**src/rtl/tcap_pkg.sv**
```systemverilog
package tcap_pkg;

    localparam int unsigned CTRL_W = 6;

    typedef enum logic [1:0] {
        SRC_CAP  = 2'd0,
        SRC_RX0  = 2'd1,
        SRC_RX1  = 2'd2,
        SRC_SYNC = 2'd3
    } tcap_src_e;

    typedef enum logic [1:0] {
        EDGE_OFF  = 2'd0,
        EDGE_RISE = 2'd1,
        EDGE_FALL = 2'd2,
        EDGE_BOTH = 2'd3
    } tcap_edge_e;

    typedef struct packed {
        tcap_src_e  src;
        tcap_edge_e mode;
        logic       ena;
        logic       flag;
    } tcap_ctrl_t;

endpackage

```
**src/rtl/tcap_sync.sv**
```systemverilog
module tcap_sync #(
    parameter int unsigned STAGES = 2
) (
    input  logic clk,
    input  logic rst_n,
    input  logic async_i,
    output logic sync_o
);
    logic [STAGES-1:0] chain_d, chain_q;

    always_comb begin
        chain_d = {chain_q[STAGES-2:0], async_i};
    end

    always_ff @(posedge clk or negedge rst_n) begin
        if (!rst_n) chain_q <= '0;
        else        chain_q <= chain_d;
    end

    assign sync_o = chain_q[STAGES-1];
endmodule

```
**src/rtl/tcap_edge.sv**
```systemverilog
module tcap_edge
    import tcap_pkg::*;
#(
    parameter int unsigned NUM_SRC = 4
) (
    input  logic               clk,
    input  logic               rst_n,
    input  logic [NUM_SRC-1:0] sync_vec_i,
    input  tcap_src_e          sel_i,
    input  tcap_edge_e         mode_i,
    input  logic               cfg_wr_i,
    input  tcap_src_e          new_sel_i,
    output logic               cap_evt_o
);
    typedef struct packed {
        logic prev;
    } edge_state_t;

    edge_state_t st_d, st_q;
    logic cur, rise, fall;

    always_comb begin
        cur  = sync_vec_i[sel_i];
        rise = cur & ~st_q.prev;
        fall = ~cur & st_q.prev;
        unique case (mode_i)
            EDGE_RISE: cap_evt_o = rise;
            EDGE_FALL: cap_evt_o = fall;
            EDGE_BOTH: cap_evt_o = rise | fall;
            default:   cap_evt_o = 1'b0;
        endcase
        st_d = st_q;
        // a config write re-seeds history from the newly selected pin
        st_d.prev = cfg_wr_i ? sync_vec_i[new_sel_i] : cur;
    end

    always_ff @(posedge clk or negedge rst_n) begin
        if (!rst_n) st_q <= '0;
        else        st_q <= st_d;
    end

    p_off_no_capture_r4: assert property (@(posedge clk) disable iff (!rst_n)
        (mode_i == EDGE_OFF) |-> !cap_evt_o);

    p_capture_needs_change_r4: assert property (@(posedge clk) disable iff (!rst_n)
        (cap_evt_o && !$past(cfg_wr_i)) |-> (sync_vec_i[sel_i] != $past(sync_vec_i[sel_i])));
endmodule

```
**src/rtl/tcap_regs.sv**
```systemverilog
module tcap_regs
    import tcap_pkg::*;
#(
    parameter int unsigned TIMER_W = 24
) (
    input  logic               clk,
    input  logic               rst_n,
    input  logic               wr_en_i,
    input  logic               rd_en_i,
    input  logic               addr_i,
    input  logic [CTRL_W-1:0]  wdata_i,
    input  logic               cap_evt_i,
    input  logic [TIMER_W-1:0] timer_i,
    output tcap_ctrl_t         ctrl_o,
    output logic               cfg_wr_o,
    output logic [TIMER_W-1:0] rdata_o,
    output logic               irq_o
);
    localparam int unsigned PAD_W = TIMER_W - CTRL_W;

    typedef struct packed {
        tcap_ctrl_t         ctrl;
        logic [TIMER_W-1:0] data;
    } reg_state_t;

    reg_state_t st_d, st_q;
    logic ctrl_wr, data_rd, ack;

    always_comb begin
        ctrl_wr = wr_en_i && !addr_i;
        data_rd = rd_en_i && addr_i;
        ack     = (ctrl_wr && wdata_i[0]) || data_rd;
        st_d    = st_q;
        if (ctrl_wr) begin
            st_d.ctrl.src  = tcap_src_e'(wdata_i[5:4]);
            st_d.ctrl.mode = tcap_edge_e'(wdata_i[3:2]);
            st_d.ctrl.ena  = wdata_i[1];
        end
        if (cap_evt_i) begin
            st_d.data      = timer_i;
            st_d.ctrl.flag = 1'b1;
        end else if (ack) begin
            st_d.ctrl.flag = 1'b0;
        end
    end

    always_ff @(posedge clk or negedge rst_n) begin
        if (!rst_n) st_q <= '0;
        else        st_q <= st_d;
    end

    assign ctrl_o   = st_q.ctrl;
    assign cfg_wr_o = ctrl_wr;
    assign rdata_o  = addr_i ? st_q.data : {{PAD_W{1'b0}}, st_q.ctrl};
    assign irq_o    = st_q.ctrl.ena & st_q.ctrl.flag;

    p_capture_loads_data_r5: assert property (@(posedge clk) disable iff (!rst_n)
        cap_evt_i |=> (st_q.data == $past(timer_i)));

    p_data_holds_r5: assert property (@(posedge clk) disable iff (!rst_n)
        !cap_evt_i |=> $stable(st_q.data));

    p_capture_sets_flag_r6: assert property (@(posedge clk) disable iff (!rst_n)
        cap_evt_i |=> st_q.ctrl.flag);

    p_flag_sticky_r6: assert property (@(posedge clk) disable iff (!rst_n)
        (st_q.ctrl.flag && !(wr_en_i && !addr_i && wdata_i[0]) && !(rd_en_i && addr_i))
            |=> st_q.ctrl.flag);

    p_write_one_clears_r7: assert property (@(posedge clk) disable iff (!rst_n)
        (wr_en_i && !addr_i && wdata_i[0] && !cap_evt_i) |=> !st_q.ctrl.flag);

    p_read_clears_r8: assert property (@(posedge clk) disable iff (!rst_n)
        (rd_en_i && addr_i && !cap_evt_i) |=> !st_q.ctrl.flag);
endmodule

```
**src/rtl/tcap_channel.sv**
```systemverilog
module tcap_channel
    import tcap_pkg::*;
#(
    parameter int unsigned TIMER_W     = 24,
    parameter int unsigned SYNC_STAGES = 2
) (
    input  logic               clk,
    input  logic               rst_n,
    input  logic               cap_pin_i,
    input  logic               rx0_i,
    input  logic               rx1_i,
    input  logic               sync_pin_i,
    input  logic [TIMER_W-1:0] timer_i,
    input  logic               wr_en_i,
    input  logic               rd_en_i,
    input  logic               addr_i,
    input  logic [CTRL_W-1:0]  wdata_i,
    output logic [TIMER_W-1:0] rdata_o,
    output logic               irq_o
);
    localparam int unsigned NUM_SRC = 1 << $bits(tcap_src_e);

    logic [NUM_SRC-1:0] raw_vec, sync_vec;
    tcap_ctrl_t ctrl;
    logic cfg_wr, cap_evt;

    assign raw_vec = {sync_pin_i, rx1_i, rx0_i, cap_pin_i};

    for (genvar g = 0; g < NUM_SRC; g++) begin : g_sync
        tcap_sync #(.STAGES(SYNC_STAGES)) i_sync (
            .clk    (clk),
            .rst_n  (rst_n),
            .async_i(raw_vec[g]),
            .sync_o (sync_vec[g])
        );
    end

    tcap_edge #(.NUM_SRC(NUM_SRC)) i_edge (
        .clk       (clk),
        .rst_n     (rst_n),
        .sync_vec_i(sync_vec),
        .sel_i     (ctrl.src),
        .mode_i    (ctrl.mode),
        .cfg_wr_i  (cfg_wr),
        .new_sel_i (tcap_src_e'(wdata_i[5:4])),
        .cap_evt_o (cap_evt)
    );

    tcap_regs #(.TIMER_W(TIMER_W)) i_regs (
        .clk      (clk),
        .rst_n    (rst_n),
        .wr_en_i  (wr_en_i),
        .rd_en_i  (rd_en_i),
        .addr_i   (addr_i),
        .wdata_i  (wdata_i),
        .cap_evt_i(cap_evt),
        .timer_i  (timer_i),
        .ctrl_o   (ctrl),
        .cfg_wr_o (cfg_wr),
        .rdata_o  (rdata_o),
        .irq_o    (irq_o)
    );

    p_irq_rise_cause_r10: assert property (@(posedge clk) disable iff (!rst_n)
        $rose(irq_o) |-> ($past(cap_evt) || $past(wr_en_i && !addr_i)));

    p_set_beats_clear_r9: assert property (@(posedge clk) disable iff (!rst_n)
        (cap_evt && ((wr_en_i && !addr_i && wdata_i[0]) || (rd_en_i && addr_i)))
            |=> ctrl.flag);
endmodule

```
**config.mk**
```make
export PLATFORM = sky130hd
export DESIGN_NAME = tcap_channel
export DESIGN_NICKNAME = d
export VERILOG_FILES = /design/src/rtl/tcap_pkg.sv /design/src/rtl/tcap_sync.sv /design/src/rtl/tcap_edge.sv /design/src/rtl/tcap_regs.sv /design/src/rtl/tcap_channel.sv
export SDC_FILE = /design/constraint.sdc
export NUM_CORES = 1
export LEC_CHECK = 0
export BUFFER_PORTS_ARGS = -buffer_cell sky130_fd_sc_hd__buf_2
export CELL_PAD_IN_SITES_DETAIL_PLACEMENT = 0
export CELL_PAD_IN_SITES_GLOBAL_PLACEMENT = 2
export CORE_MARGIN = 3
export CORE_UTILIZATION = 32
export CTS_CLUSTER_SIZE = 24
export DETAILED_ROUTE_END_ITERATION = 10
export PLACE_DENSITY_LB_ADDON = 0.1
export SYNTH_ARGS = -nofsm -noshare
export SYNTH_HDL_FRONTEND = slang
export SYNTH_HIERARCHICAL = 1
export SYNTH_SLANG_ARGS = --single-unit
```
**constraint.sdc**
```tcl
create_clock -name clk -period 3.1 [get_ports clk]
set_input_delay 0.31 -clock clk [delete_from_list [all_inputs] [get_ports clk]]
set_output_delay 0.31 -clock clk [all_outputs]
set_load 0.01 [all_outputs]
```
==> results_dict.tcl, run 1 <==
set metrics [dict create \
    drtIter0Drc 35 \
    finalWorstSetupSlack_ns 0.760 \
    post-route-util_pct 41.8 \
    synth_cells 119 \
    fp.dieH_um 79.9 \
    holdBufCountCts 0 \
    clock_skew_ns 0.00288 \
    rows 26 \
    rr_endpoint "i_regs/st_q[23]" \
    maxSlewViolCount 0 \
    finalNetCount 220 \
    h-tree-depth 2 \
    hold_slack_ns 0.133 \
    post_cts_buffers 0 \
    rsz0062_at_grt "false" \
    period_share_pct 75.5 \
    fin_tns_setup_ns 0 \
    vias_per_cell 4.22 \
    io_pins 64 \
    outcome "finished, final reports clean" \
    ctsResizeCount 0 \
    min_path_type "input pin to async pin" \
    cp_data_required_time_ns 3.26 \
    start_util_pct 33.6 \
    area.growth.synth_to_final_pct 24.5 \
    grt_pass1_vias 1107 \
    root_buffer "clkbuf_8" \
    dieArea_sq_um 6380 \
    port_buffers 63 \
    setup_viol 0 \
    crit_arrival_ns 2.50 \
    rrSetupSlack_ns 0.76 \
    clockBufferDepth 2 \
    wl_per_cell_um 13.3 \
    instances_no_fill 250 \
    drive_above_1_share_pct 62.2 \
    max_freq_mhz 427 \
    rr_startpoint "i_regs/ctrl_o[4]" \
    peakVddDrop_v 0.000343 \
    clock_latency_ns 0.28 \
    ant_nets 0 \
    p_leak_nw 1.05 \
    grt_pass1_wl_um 5440 \
    reg2reg_depth 6 \
    drc 0 \
    post_synth.cell_area_avg_sq_um 14.7 \
    cp-end-kind "flop" \
    worst_pin_slew_ns 0.847 \
    syn-num-nets 160 \
    grt_usage_pct 11.2 \
    gp_congestion 0.697 \
    worst_setup_path_start_kind "flop" \
    clkSinkCount 39 \
    maxCapViolations 0 \
    crit_type "flop to flop" \
    dp.cells 242 \
    hold_viol 0 \
    pre_cts_slack_ns 0.757 \
    detail_route.first_pass.iterations 2 \
    grt_overflow 0 \
    diodes 0 \
    grt_max_degree 40 \
    hpwl_um 2450 \
    syn_area_sq_um 1750 \
    core_sq_um 5200 \
    worst_slew_margin_rel_pct 43.5 \
    cts-buffers-inserted 5 \
    cts_tree "built" \
    p_per_area_nw_per_um2 773 \
    die_w_um 79.9 \
    finalCriticalPeriod_ns 2.34 \
    antenna_found_initial 0 \
    path_clk_slew_ns 0.07 \
    cp_max_fo 21 \
    synth-warning-count 6 \
    drt-total-wl_um 3330 \
    vias 1054 \
]
## report_power, final
group          switching, mW  internal, mW
registers             0.0820         0.691
clock network          0.158         0.203
logic                  0.217         0.330
## registers in the layout (all words and copies together), names as in the netlist
register and cells:
i_regs/st_q 24, g_sync.i_sync/chain_q 8, i_regs/ctrl_o 6, i_edge/st_q 1
## worst max path at each step
stage | from | to | slack [ns]
finish | i_regs/ctrl_o[4] | i_regs/st_q[23] | 0.76
global route | i_regs/ctrl_o[4] | i_regs/st_q[5] | 0.64
CTS | i_regs/ctrl_o[4] | i_regs/st_q[18] | 0.74
detailed placement | i_regs/ctrl_o[4] | i_regs/st_q[18] | 0.76
global placement | i_regs/ctrl_o[4] | i_regs/st_q[17] | 0.83
floorplan | i_regs/ctrl_o[4] | i_regs/st_q[0] | 0.92
## through the flow
step	total power [mW]	area, sq um
floorplan	1.17	1750
global placement	1.33	2070
detailed placement	1.35	2070
CTS	1.72	2170
global route	1.80	2170
finish	1.68	2170
## routing by layer
layer	up-vias	share of wire [%]	routed length (um)	global-route usage [%]
met1	491	44	1450	14.5
met4	0	0.75	25	3.55
met2	41	47	1580	17.5
met5	-	0	0	0
li1	518	-	-	-
met3	4	8.3	276	3.95
## final cells by class
type | instances | area (sq um)
clock buffer | 8 | 100
fill | 519 | 3030
inverter | 2 | 7.51
multi-input combinational | 67 | 668
sequential | 39 | 976
tap | 70 | 87.6
timing repair buffer | 64 | 335
## cell usage in the layout, fill, tap and decap left out
cell	n
and2_1	19
nand2_1	2
nor2b_2	1
inv_1	2
mux2_4	5
clkbuf_8	7
buf_12	1
dfrtp_1	39
a32o_1	1
nand3b_1	1
mux4_2	2
a31o_2	1
or2_2	1
mux2_2	31
buf_2	63
clkbuf_1	1
nor2b_1	1
ha_1	2
## critical path: stages (launching register included)
cell and delay, ns:
dfrtp_1 0.39, mux4_2 0.55, ha_1 0.29, nand2_1 0.07, a32o_1 0.36, buf_12 0.22, mux2_2 0.35
No activity file was read; power rests on OpenSTA's default activity.
==> inputs of run 2 (changes only) <==
--- a/config.mk
+++ b/config.mk
@@ -5,11 +5,12 @@
 export SDC_FILE = /design/constraint.sdc
 export NUM_CORES = 1
 export LEC_CHECK = 0
+export ABC_AREA = 1
 export BUFFER_PORTS_ARGS = -buffer_cell sky130_fd_sc_hd__buf_2
 export CELL_PAD_IN_SITES_DETAIL_PLACEMENT = 0
 export CELL_PAD_IN_SITES_GLOBAL_PLACEMENT = 2
 export CORE_MARGIN = 3
-export CORE_UTILIZATION = 32
+export CORE_UTILIZATION = 24
 export CTS_CLUSTER_SIZE = 24
 export DETAILED_ROUTE_END_ITERATION = 10
 export PLACE_DENSITY_LB_ADDON = 0.1
==> constraint.sdc (replaced) <==
create_clock -name clk -period 2.1 [get_ports clk]
set_input_delay 0.21 -clock clk [delete_from_list [all_inputs] [get_ports clk]]
set_output_delay 0.21 -clock clk [all_outputs]
set_load 0.01 [all_outputs]
==> results_dict.tcl, run 2 <==
set metrics [dict create \
    crit_arrival_ns 2.14 \
    ant_nets 0 \
    slowest_delay_ns 0.41 \
    regMostFlops "i_regs/st_q" \
    antenna_found_initial 0 \
    max_freq_mhz 524 \
    port_buffers 63 \
    cts-buffers-inserted 5 \
    combPwrFrac_pct 26.9 \
    die_w_um 92.1 \
    finalCriticalPeriod_ns 1.91 \
    reg2reg_depth 11 \
    largest_register_ffs 24 \
    start_util_pct 25.5 \
    grt_overflow 0 \
    detail_route.first_pass.iterations 4 \
    peakVddDrop_v 0.000371 \
    hold_viol 0 \
    synth-warning-count 6 \
    clockBufferDepth 2 \
    period_share_pct 90.8 \
    grt_pass1_vias 1478 \
    wl_per_cell_um 11.3 \
    slowest_stage "dfrtp_1" \
    worst_pin_slew_ns 0.304 \
    hold_slack_ns 0.0198 \
    drc 0 \
    grt_usage_pct 10.9 \
    drive_above_1_share_pct 27.6 \
    drt-total-wl_um 4450 \
    finalNetCount 337 \
    p_per_area_nw_per_um2 999 \
    p_leak_nw 1.44 \
    clock_latency_ns 0.29 \
    cts_tree "built" \
    crit_start "i_regs/ctrl_o[4]" \
    grt_max_degree 21 \
    worst_slew_margin_rel_pct 79.8 \
    vias 1499 \
    placed_cell_area_sq_um 2190 \
    fp.dieH_um 92.1 \
    maxCapViolations 0 \
    h-tree-depth 2 \
    syn-num-nets 271 \
    rows 30 \
    cp_common_cell "nand2_1" \
    outcome "finished, final reports clean" \
    post_synth.cell_area_avg_sq_um 7.74 \
    clock_skew_ns 0.00525 \
    p_sw_uw 737 \
    seqPwrFrac_pct 45.1 \
    clock_power_share_pct 28.0 \
    swShare_pct 31.7 \
    cp_cell_sequence "inv_1 -> nand2_1 -> nand3b_1 -> nand2_1 -> inv_1 -> ha_1 -> or2_1 -> a31oi_2 -> buf_4 -> nand2_1 -> nand2_1" \
    final_common_cell "nand2_1" \
    crit_type "flop to flop" \
    dieArea_sq_um 8490 \
    final_cell_area_sq_um 2330 \
    area.growth.synth_to_final_pct 30.7 \
    core_sq_um 6980 \
    vias_per_cell 3.81 \
    gp_congestion 0.687 \
    layout_common_cells "nand2_1, buf_2, dfrtp_1" \
    min_path_type "input pin to flop" \
    synth_cells 230 \
    path_clk_slew_ns 0.08 \
    syn_area_sq_um 1780 \
    worst_setup_path_start_kind "flop" \
    maxSlewViolCount 0 \
    rrSetupSlack_ns 0.19 \
    pre_cts_slack_ns 0.158 \
    rr_endpoint "i_regs/st_q[9]" \
    diodes 0 \
    cp-end-kind "flop" \
    root_buffer "clkbuf_8" \
    rr_startpoint "i_regs/ctrl_o[4]" \
    finalWorstSetupSlack_ns 0.193 \
    io_pins 64 \
    setup_viol 0 \
    cp_max_fo 16 \
    endpoint "i_regs/st_q[9]" \
    grt_pass1_wl_um 7180 \
    clkSinkCount 39 \
    cp_data_required_time_ns 2.33 \
    hpwl_um 3250 \
    internal-power_mw 1.59 \
    drtIter0Drc 42 \
]
## run 2: area by class of cell
| class | count | area [sq um] |
|---|---|---|
| fillers | 834 | 4650 |
| flip-flops and latches | 39 | 976 |
| multi-input cells | 141 | 589 |
| repair buffers | 71 | 382 |
| inverters | 38 | 143 |
| well taps | 96 | 120 |
| clock buffers | 6 | 82.6 |
| clock inverters | 2 | 35.0 |
## run 2: critical path: cells and delay by family, from the launching register on
kind | cells | cell delay [ns]
flops | 1 | 0.41
compound gates | 1 | 0.17
fa+ha+maj | 1 | 0.25
buf+inv | 3 | 0.38
simple gates | 6 | 0.64
## run 2: power by group through the flow
stage / Clock, mW / Combinational [mW] / Sequential [mW]
6_report: 0.651 / 0.626 / 1.05
5_1_grt: 0.710 / 0.730 / 1.08
4_1_cts: 0.682 / 0.638 / 1.05
2_1_floorplan: 0 / 0.418 / 1.04
3_5_place_dp: 0 / 0.634 / 1.06
3_3_place_gp: 0 / 0.629 / 1.06
## run 2: how the worst min path moves through the flow
stage          slack, ns  depth (start not counted)        from                           to
2_1_floorplan      -0.09                          0       rst_n  g_sync[0].i_sync/chain_q[0]
3_3_place_gp        0.12                          1       rst_n  g_sync[0].i_sync/chain_q[0]
3_5_place_dp        0.12                          1       rst_n  g_sync[0].i_sync/chain_q[0]
4_1_cts            0.008                          1  sync_pin_i  g_sync[3].i_sync/chain_q[0]
5_1_grt           0.0002                          1   cap_pin_i  g_sync[0].i_sync/chain_q[0]
6_report            0.02                          1  sync_pin_i  g_sync[3].i_sync/chain_q[0]
## run 2: what timing repair did
action / CTS / global route
gates resized for setup: 0 / 1
endpoints found under the setup margin: 0 / 19
endpoints found under the hold margin: 12 / 0
hold buffers: 1 / 0
buffers inserted: 0 / 1
## run 2: routing by layer
metal  GRT usage (%)  up-vias  wire (um)
li1                -      797          -
met1            14.6      652       2210
met2            16.5       42       1910
met3            3.12        8        266
met4            4.08        0         64
met5               0        -          0
## run 2: metrics by stage
| stage | instances | util, % | total power, mW | setup TNS [ns] |
|---|---|---|---|---|
| finish | 393 | 33.3 | 2.33 | 0 |
| global route | 393 | 33.3 | 2.52 | -0.00269 |
| CTS | 392 | 33.2 | 2.37 | 0 |
| detailed placement | 383 | 31.3 | 1.70 | 0 |
| global placement | 383 | 31.3 | 1.69 | 0 |
| floorplan | 230 | - | 1.45 | 0 |
==> inputs of run 3 (changes only) <==
--- a/config.mk
+++ b/config.mk
@@ -6,13 +6,14 @@
 export NUM_CORES = 1
 export LEC_CHECK = 0
 export ABC_AREA = 1
-export BUFFER_PORTS_ARGS = -buffer_cell sky130_fd_sc_hd__buf_2
 export CELL_PAD_IN_SITES_DETAIL_PLACEMENT = 0
 export CELL_PAD_IN_SITES_GLOBAL_PLACEMENT = 2
 export CORE_MARGIN = 3
-export CORE_UTILIZATION = 24
+export CORE_UTILIZATION = 30
+export CTS_BUF_LIST = sky130_fd_sc_hd__clkbuf_16
 export CTS_CLUSTER_SIZE = 24
 export DETAILED_ROUTE_END_ITERATION = 10
+export DONT_BUFFER_PORTS = 1
 export PLACE_DENSITY_LB_ADDON = 0.1
 export SYNTH_ARGS = -nofsm -noshare
 export SYNTH_HDL_FRONTEND = slang
==> results_dict.tcl, run 3 (synthesis results as in run 2) <==
set metrics [dict create \
    cts-buffers-inserted 5 \
    rows 27 \
    peakVddDrop_v 0.000357 \
    ant_nets 0 \
    regMostFlops "i_regs/st_q" \
    fin_tns_setup_ns 0 \
    final_cell_area_sq_um 2080 \
    placed_cell_area_sq_um 1810 \
    grt_overflow 0 \
    grt_pass1_vias 1462 \
    clockBufferDepth 2 \
    drc 0 \
    cp_data_required_time_ns 2.27 \
    detail_route.first_pass.iterations 4 \
    clock_latency_ns 0.27 \
    pre_cts_slack_ns 0.0156 \
    maxSlewViolCount 0 \
    clkSinkCount 39 \
    outcome "finished, final reports clean" \
    grt_max_degree 40 \
    finalWorstSetupSlack_ns 0.0640 \
    cp_max_fo 10 \
    vias 1365 \
    drive_above_1_share_pct 8.79 \
    die_w_um 83.0 \
    cts_tree "built" \
    worst_setup_path_start_kind "flop" \
    hold_viol 0 \
    p_per_area_nw_per_um2 1110 \
    layout_common_cells "nand2_1, dfrtp_1, inv_1" \
    grt_usage_pct 12.1 \
    start_util_pct 31.6 \
    worst_slew_margin_rel_pct 75.6 \
    root_buffer "clkbuf_16" \
    diodes 0 \
    crit_type "flop to flop" \
    core_sq_um 5640 \
    hpwl_um 2940 \
    antenna_found_initial 0 \
    port_buffers 0 \
    p_total_mw 2.30 \
    max_freq_mhz 491 \
    vias_per_cell 4.39 \
    instances_no_fill 311 \
    path_clk_slew_ns 0.06 \
    wl_per_cell_um 13.1 \
    fp.dieH_um 83.0 \
    grt_pass1_wl_um 6660 \
    h-tree-depth 2 \
    min_path_type "input pin to flop" \
    finalCriticalPeriod_ns 2.04 \
    drt-total-wl_um 4090 \
    finalNetCount 279 \
    period_share_pct 97.0 \
    setup_viol 0 \
    dieArea_sq_um 6900 \
    maxCapViolations 0 \
    largest_register_ffs 24 \
    p_leak_nw 1.20 \
    crit_arrival_ns 2.20 \
    cp-end-kind "flop" \
    clock_skew_ns 0.00392 \
    worst_pin_slew_ns 0.363 \
    gp_congestion 0.740 \
    rsz0062_at_grt "true" \
    area.growth.synth_to_final_pct 17.1 \
    io_pins 64 \
    n_fill_cell 582 \
    drtIter0Drc 61 \
    final_common_cell "nand2_1" \
    dp.cells 292 \
]
## run 3: cell types whose count changed in the layout (fill, tap and decap cells not counted), moves of 2 or more
cell	change
clkbuf_8	-6
clkinv_2	+2
clkinvlp_4	+2
dlygate4sd3_1	+4
buf_2	-63
buf_4	-3
clkbuf_16	+5
buf_6	+2
## run 3: final cells by class
type                    count  area [sq um]  area share [%]
flip-flops and latches     39           976            46.8
multi-input cells         141           598            28.7
inverters                  38           146            7.02
repair buffers             12           126            6.06
clock buffers               5           125            6.00
well taps                  72          90.1            4.32
clock inverters             3          15.0           0.720
repair inverters            1          7.51           0.360
## run 3: worst paths after layout
check                                            start                     endpoint  slack, ns  depth (start not counted)
setup / recovery                      i_regs/ctrl_o[5]              i_regs/st_q[11]       0.06                         10
hold / removal                              timer_i[7]               i_regs/st_q[7]       0.05                          2
setup reg to reg                      i_regs/ctrl_o[5]              i_regs/st_q[11]       0.06                         10
hold reg to reg            g_sync[3].i_sync/chain_q[0]  g_sync[3].i_sync/chain_q[1]       0.35                          0
max in group asynchronous                        rst_n              i_regs/st_q[18]       1.50                          2
min in group asynchronous                        rst_n  g_sync[0].i_sync/chain_q[1]       0.39                          2
## run 3: power breakdown
part	leakage, nW	switching, mW	internal, mW
Sequential	0.472	0.101	0.951
Clock	0.0733	0.280	0.433
Combinational	0.659	0.348	0.190
Total	1.20	0.730	1.57
## run 3: layer usage
metal	global-route usage, %	share of wire, %	vias up
met5	0	0	-
met3	3.67	4.8	2
li1	-	-	682
met1	13.5	43	650
met4	4.90	0.51	0
met2	21.2	51	31
## run 3: stage by stage
step                      utilization, %  hold slack (ns)
after CTS                           35.9           0.0409
after floorplan                        -          -0.0856
after global routing                36.9           0.0480
final                               36.9           0.0485
after detailed placement            32.1          -0.0840
after global placement              32.1          -0.0842
## run 3: critical path, cell delays in order (launching register included)
cell	delay, ns
dfrtp_1	0.40
nand3b_1	0.19
nand2_1	0.10
inv_1	0.05
ha_1	0.25
or2_1	0.24
a31oi_4	0.29
clkinvlp_4	0.14
buf_6	0.15
nand2_1	0.07
nand2_1	0.05
## run 3: what timing repair did
item,4_1_cts,5_1_grt
endpoints found under the setup margin,0,20
hold buffers,6,0
hold endpoints to repair,43,0
buffers inserted,0,4
resized for setup,0,6
